### src/rtl/irq_agg_pkg.sv
package irq_agg_pkg;
  localparam int unsigned ADDR_W = 8;

  localparam logic [ADDR_W-1:0] OFF_MASKED = 8'h00;
  localparam logic [ADDR_W-1:0] OFF_RAW    = 8'h04;
  localparam logic [ADDR_W-1:0] OFF_EN_SET = 8'h08;
  localparam logic [ADDR_W-1:0] OFF_EN_CLR = 8'h0C;
  localparam logic [ADDR_W-1:0] OFF_SW_SET = 8'h10;
  localparam logic [ADDR_W-1:0] OFF_SW_CLR = 8'h14;
  localparam logic [ADDR_W-1:0] OFF_PT_SET = 8'h20;
  localparam logic [ADDR_W-1:0] OFF_PT_CLR = 8'h24;

  typedef struct packed {
    logic en_set;
    logic en_clr;
    logic sw_set;
    logic sw_clr;
    logic pt_set;
    logic pt_clr;
  } wr_strb_t;

  typedef enum logic [2:0] {
    RD_NONE,
    RD_MASKED,
    RD_RAW,
    RD_EN,
    RD_SW,
    RD_PT
  } rd_sel_t;
endpackage

### src/rtl/irq_agg_decode.sv
module irq_agg_decode
  import irq_agg_pkg::*;
(
  input  logic [ADDR_W-1:0] addr_i,
  input  logic              we_i,
  output wr_strb_t          wr_strb_o,
  output rd_sel_t           rd_sel_o
);
  always_comb begin
    wr_strb_o = '0;
    if (we_i) begin
      unique case (addr_i)
        OFF_EN_SET: wr_strb_o.en_set = 1'b1;
        OFF_EN_CLR: wr_strb_o.en_clr = 1'b1;
        OFF_SW_SET: wr_strb_o.sw_set = 1'b1;
        OFF_SW_CLR: wr_strb_o.sw_clr = 1'b1;
        OFF_PT_SET: wr_strb_o.pt_set = 1'b1;
        OFF_PT_CLR: wr_strb_o.pt_clr = 1'b1;
        default: ;
      endcase
    end
  end

  always_comb begin
    unique case (addr_i)
      OFF_MASKED: rd_sel_o = RD_MASKED;
      OFF_RAW:    rd_sel_o = RD_RAW;
      OFF_EN_SET: rd_sel_o = RD_EN;
      OFF_SW_SET: rd_sel_o = RD_SW;
      OFF_PT_SET: rd_sel_o = RD_PT;
      default:    rd_sel_o = RD_NONE;
    endcase
  end
endmodule

### src/rtl/irq_agg_w1_reg.sv
// Write-one-to-set / write-one-to-clear vector; KEEP limits storable bits.
module irq_agg_w1_reg #(
  parameter int unsigned   W    = 32,
  parameter logic [W-1:0]  KEEP = '1
) (
  input  logic         clk_i,
  input  logic         rst_ni,
  input  logic         set_i,
  input  logic         clr_i,
  input  logic [W-1:0] wdata_i,
  output logic [W-1:0] q_o
);
  logic [W-1:0] q_d;

  always_comb begin
    q_d = q_o;
    if (set_i) q_d = q_d | wdata_i;
    if (clr_i) q_d = q_d & ~wdata_i;
    q_d = q_d & KEEP;
  end

  always_ff @(posedge clk_i or negedge rst_ni) begin
    if (!rst_ni) q_o <= '0;
    else         q_o <= q_d;
  end
endmodule

### src/rtl/irq_agg_bypass.sv
module irq_agg_bypass #(
  parameter int unsigned N  = 32,
  parameter int unsigned LO = 21,
  parameter int unsigned HI = 30
) (
  input  logic [N-1:0] raw_i,
  input  logic [N-1:0] pass_i,
  output logic [N-1:0] byp_o
);
  for (genvar i = 0; i < N; i++) begin : g_bit
    if (i >= LO && i <= HI) begin : g_win
      assign byp_o[i] = raw_i[i] & pass_i[i];
    end else begin : g_off
      assign byp_o[i] = 1'b0;
    end
  end
endmodule

### src/rtl/irq_agg.sv
module irq_agg
  import irq_agg_pkg::*;
#(
  parameter int unsigned N_SRC = 32,
  parameter int unsigned PT_LO = 21,
  parameter int unsigned PT_HI = 30
) (
  input  logic              clk_i,
  input  logic              rst_ni,
  input  logic [N_SRC-1:0]  src_i,
  input  logic [ADDR_W-1:0] addr_i,
  input  logic              we_i,
  input  logic [N_SRC-1:0]  wdata_i,
  output logic [N_SRC-1:0]  rdata_o,
  output logic              irq_o,
  output logic [N_SRC-1:0]  bypass_o
);
  localparam logic [N_SRC:0]   ONE     = (N_SRC+1)'(1);
  localparam logic [N_SRC:0]   WIN     = (ONE << (PT_HI + 1)) - (ONE << PT_LO);
  localparam logic [N_SRC-1:0] PT_KEEP = WIN[N_SRC-1:0];

  wr_strb_t         strb;
  rd_sel_t          rd_sel;
  logic [N_SRC-1:0] en_q, sw_q, pt_q, raw, masked;

  irq_agg_decode i_decode (
    .addr_i   (addr_i),
    .we_i     (we_i),
    .wr_strb_o(strb),
    .rd_sel_o (rd_sel)
  );

  irq_agg_w1_reg #(.W(N_SRC)) i_en (
    .clk_i, .rst_ni, .set_i(strb.en_set), .clr_i(strb.en_clr), .wdata_i, .q_o(en_q)
  );

  irq_agg_w1_reg #(.W(N_SRC)) i_sw (
    .clk_i, .rst_ni, .set_i(strb.sw_set), .clr_i(strb.sw_clr), .wdata_i, .q_o(sw_q)
  );

  irq_agg_w1_reg #(.W(N_SRC), .KEEP(PT_KEEP)) i_pt (
    .clk_i, .rst_ni, .set_i(strb.pt_set), .clr_i(strb.pt_clr), .wdata_i, .q_o(pt_q)
  );

  assign raw    = src_i | sw_q;
  assign masked = raw & en_q;
  assign irq_o  = |masked;

  irq_agg_bypass #(.N(N_SRC), .LO(PT_LO), .HI(PT_HI)) i_bypass (
    .raw_i (raw),
    .pass_i(pt_q),
    .byp_o (bypass_o)
  );

  always_comb begin
    unique case (rd_sel)
      RD_MASKED: rdata_o = masked;
      RD_RAW:    rdata_o = raw;
      RD_EN:     rdata_o = en_q;
      RD_SW:     rdata_o = sw_q;
      RD_PT:     rdata_o = pt_q;
      default:   rdata_o = '0;
    endcase
  end

  a_r2_en_set: assert property (@(posedge clk_i) disable iff (!rst_ni)
    (we_i && addr_i == OFF_EN_SET) |=> ((en_q & $past(wdata_i)) == $past(wdata_i)));
  a_r2_en_clr: assert property (@(posedge clk_i) disable iff (!rst_ni)
    (we_i && addr_i == OFF_EN_CLR) |=> ((en_q & $past(wdata_i)) == '0));
  a_r3_sw_clr: assert property (@(posedge clk_i) disable iff (!rst_ni)
    (we_i && addr_i == OFF_SW_CLR) |=> ((sw_q & $past(wdata_i)) == '0));
  a_r4_raw_holds_src: assert property (@(posedge clk_i) disable iff (!rst_ni)
    (((src_i & ~raw)) == '0));
  a_r6_irq_needs_enabled: assert property (@(posedge clk_i) disable iff (!rst_ni)
    irq_o |-> ((en_q & (src_i | sw_q)) != '0));
  a_r7_pt_window: assert property (@(posedge clk_i) disable iff (!rst_ni)
    ((pt_q & ~PT_KEEP) == '0));
  a_r8_bypass_needs_raw: assert property (@(posedge clk_i) disable iff (!rst_ni)
    ((bypass_o & ~(src_i | sw_q)) == '0));
  a_r9_ignored_write: assert property (@(posedge clk_i) disable iff (!rst_ni)
    (we_i && addr_i != OFF_EN_SET && addr_i != OFF_EN_CLR) |=> $stable(en_q));
endmodule

### config.mk
export PLATFORM = sky130hd
export DESIGN_NAME = irq_agg
export DESIGN_NICKNAME = d
export VERILOG_FILES = /design/src/rtl/irq_agg_pkg.sv /design/src/rtl/irq_agg_decode.sv /design/src/rtl/irq_agg_w1_reg.sv /design/src/rtl/irq_agg_bypass.sv /design/src/rtl/irq_agg.sv
export SDC_FILE = /design/constraint.sdc
export NUM_CORES = 1
export LEC_CHECK = 0
export BUFFER_PORTS_ARGS = -buffer_cell sky130_fd_sc_hd__buf_4
export CAP_MARGIN = 5
export CORE_UTILIZATION = 28
export DETAILED_ROUTE_END_ITERATION = 10
export HOLD_SLACK_MARGIN = 0.08
export RECOVER_POWER = 25
export SYNTH_ARGS = -nofsm -noshare
export SYNTH_HDL_FRONTEND = slang
export SYNTH_SLANG_ARGS = --single-unit
### constraint.sdc
create_clock -name clk_i -period 2.1 [get_ports clk_i]
set_input_delay 0.42 -clock clk_i [delete_from_list [all_inputs] [get_ports clk_i]]
set_output_delay 0.42 -clock clk_i [all_outputs]
set_load 0.005 [all_outputs]
==> run_results.csv <==
group,metric,value,unit
cts,worstSkewPairLatency,0.34,ns
cts,clock-sinks,74,
cts,numCtsBuffers,9,
global_route,grt_use_total,18.8,%
worst_hold_path,worstHoldStart,"wdata_i[18]",
floorplan,ios,140,
synthesis,synth_edf_count,0,
cts,h-tree-depth,3,
synthesis,postSynth.asyncResetShare,100,%
synthesis,synthCells,548,
floorplan,dieWidth,132,um
timing,period_share,105,%
final_layout,layout-drive-gt1-share,36.8,%
synthesis,yosys_register_bits,74,
synthesis,synth_area_leaders,"dfrtp_1 (39%), mux2i_1 (8.9%), a21oi_1 (8.5%)",
worst_hold_path,hp-class,"input port to flip-flop",
setup_path,criticalPathCategory,"input port to output port",
detailed_routing,drt_first_pass_iters,5,
setup_path,arrival,1.78,ns
setup_path,cp.required,1.68,ns
cts,cts_tree,"done",
synthesis,syn_avg_cell_area,8.59,um2
final_layout,final_cells,927,
cts,root_buffer,"clkbuf_16",
synthesis,yosysSeqAreaShare,39.3,%
final_layout,syn_to_final_growth,45.5,%
setup_path,cp.depth,7,
timing,layout_setup_ws,-0.102,ns
detailed_routing,ant_nets,0,
timing,rsz0062_at_grt,"true",
setup_path,path_max_fanout,8,
detailed_routing,routed_via_density,4.99,
setup_path,critical_path.max_stage_delay,0.55,ns
setup_path,crit_path_end_kind,"output port",
timing,hold_viol,0,
timing,max-slew-margin-rel,54.7,%
flow_run,cap_violations,0,
timing,drv_slew,0,
setup_path,reg2regPathDepth,4,
synthesis,synth_ff_type,"dfrtp_1",
timing,finalSetupViolCount,26,
final_layout,insertedDiodeCount,0,
placed_design,hpwl,11.5,mm
timing,timing.fmax,454,MHz
global_route,grt_pass1_wl,25.3,mm
final_layout,fin_nets,777,
setup_path,crit_path_frequent_cell,"buf_6",
power,peakVddDrop,373,uV
cts,max-clock-path-buffers,2,
power,p_leak,3.52,nW
floorplan,dieArea,17300,um2
floorplan,coreArea,16500,um2
synthesis,yosysWarnings,0,
setup_path,start_kind,"input port",
placed_design,placed_cells,907,
synthesis,yosysTopAreaCell,"dfrtp_1",
synthesis,yosysMostFrequentCell,"a21oi_1",
status,outcome,"finished with violations",
setup_path,path_delay_family,"simple AND/OR/NAND/NOR gates",
placed_design,portBuffers,117,
setup_path,path_cells,"buf_6 -> or4_4 -> nand2b_4 -> buf_8 -> o22ai_2 -> a21o_1 -> buf_6",
global_route,grt_start_max_net_pins,38,
detailed_routing,drt_iter0_markers,293,
synthesis,synth_area,4710,um2
timing,finalCriticalPeriod,2.20,ns
global_route,antenna_found_initial,0,
cts,clk_pin_slew,0.06,ns
setup_path,slowest_stage,"or4_4",
detailed_routing,vias,4624,
timing,skew,0,ns
synthesis,netlist-cell-type-count,38,
power,power_density,561,nW/um2
synthesis,synth_top_area_share,39.3,%
floorplan,rows,47,
detailed_routing,drc,0,
floorplan,initial_utilization,28.5,%
setup_path,path_buf_inv,3,
global_route,grt-ovfl-total,0,
status,violations,"negative setup slack",
final_layout,final_util,41.4,%
placed_design,gp_congestion,0.788,
detailed_routing,drt_wl_total,16.0,mm
setup_path,crit_end,"rdata_o[4]",
floorplan,die_h,132,um
synthesis,synth_commonest_cells,"a21oi_1 (80), dfrtp_1 (74), inv_1 (42), mux2i_1 (42), nand2_1 (41)",
setup_path,cp-startpoint,"addr_i[0]",
global_route,grt_pass1_vias,4598,
timing,worstMarginPinSlew,0.679,ns
detailed_routing,wl_per_cell,17.3,um
setup_path,ff2ff_setup_slack,1.18,ns
[timing repair]
item                                   in CTS  in global routing
hold buffers                                1                  0
buffers inserted                            4                  0
setup endpoints to repair                  33                 33
endpoints found under the hold margin      24                  0
pin swaps                                  11                  6
gates resized for setup                    70                 24
[per-stage QoR]
stage	power, mW	hold slack, ns	instance area (um2)	worst slack (ns)	setup TNS [ns]
3_5_place_dp	2.14	0.365	6120	-0.209	-3.55
5_1_grt	4.01	0.259	6850	-0.111	-2.00
6_report	3.84	0.264	6850	-0.102	-0.960
4_1_cts	3.87	0.249	6780	-0.0791	-0.862
3_3_place_gp	2.14	0.366	6120	-0.211	-3.57
2_1_floorplan	1.83	0.124	4790	0.00354	0
[power breakdown]
| part | internal, mW | switching, mW |
|---|---|---|
| registers | 1.49 | 0.0662 |
| logic | 0.292 | 0.338 |
| clock network | 1.05 | 0.597 |
| total | 2.84 | 1.00 |
[logic make-up (layout without fill, tap and decap cells)]
kind of cell,Yosys count,after routing,synth area share (%)
AO/OA/AOI/OAI,206,206,26.9
buffers and inverters,98,236,11.4
flip-flops,74,74,39.3
multiplexers,42,42,8.93
other,1,22,0.0796
AND/OR/NAND/NOR,127,127,13.3
[cell usage in the layout, fill, tap and decap left out, types with 5 or more instances in the layout]
| cell | instances |
|---|---|
| a211o_1 | 6 |
| o21ai_1 | 9 |
| o22a_1 | 11 |
| a21o_1 | 13 |
| clkbuf_16 | 9 |
| o22ai_2 | 18 |
| buf_4 | 154 |
| a32oi_1 | 5 |
| a21oi_1 | 79 |
| inv_1 | 42 |
| o21ai_0 | 16 |
| o21ai_2 | 10 |
| dfrtp_1 | 74 |
| nor2b_1 | 18 |
| nand2_2 | 10 |
| o221ai_1 | 9 |
| o22ai_1 | 14 |
| nand2_1 | 41 |
| buf_6 | 11 |
| mux2i_1 | 42 |
| buf_12 | 9 |
| conb_1 | 22 |
| nor2_1 | 32 |
[final cells by class]
| cell class | count | area, um2 |
|---|---|---|
| multi-input cells | 397 | 2750 |
| well taps | 220 | 275 |
| inverters | 42 | 158 |
| repair buffers | 178 | 1500 |
| flip-flops and latches | 74 | 1850 |
| clock buffers | 15 | 288 |
| clock inverters | 1 | 30.0 |
| fillers | 1674 | 9680 |
[layer usage]
metal / up-vias / share of wire [%] / track usage (%)
met2: 164 / 47 / 29.2
met1: 2216 / 46 / 25.8
met4: 0 / 1.4 / 6.46
met5: - / 0 / 0
met3: 16 / 5.3 / 4.01
li1: 2228 / - / -
[worst min path at each step]
stage,cells after the start,slack (ns),endpoint
detailed placement,1,0.36,async pin
finish,2,0.26,flip-flop
floorplan,0,0.12,async pin
global route,2,0.26,flip-flop
CTS,2,0.25,flip-flop
global placement,1,0.37,async pin
Note: power is estimated with default switching activity, not from simulation.
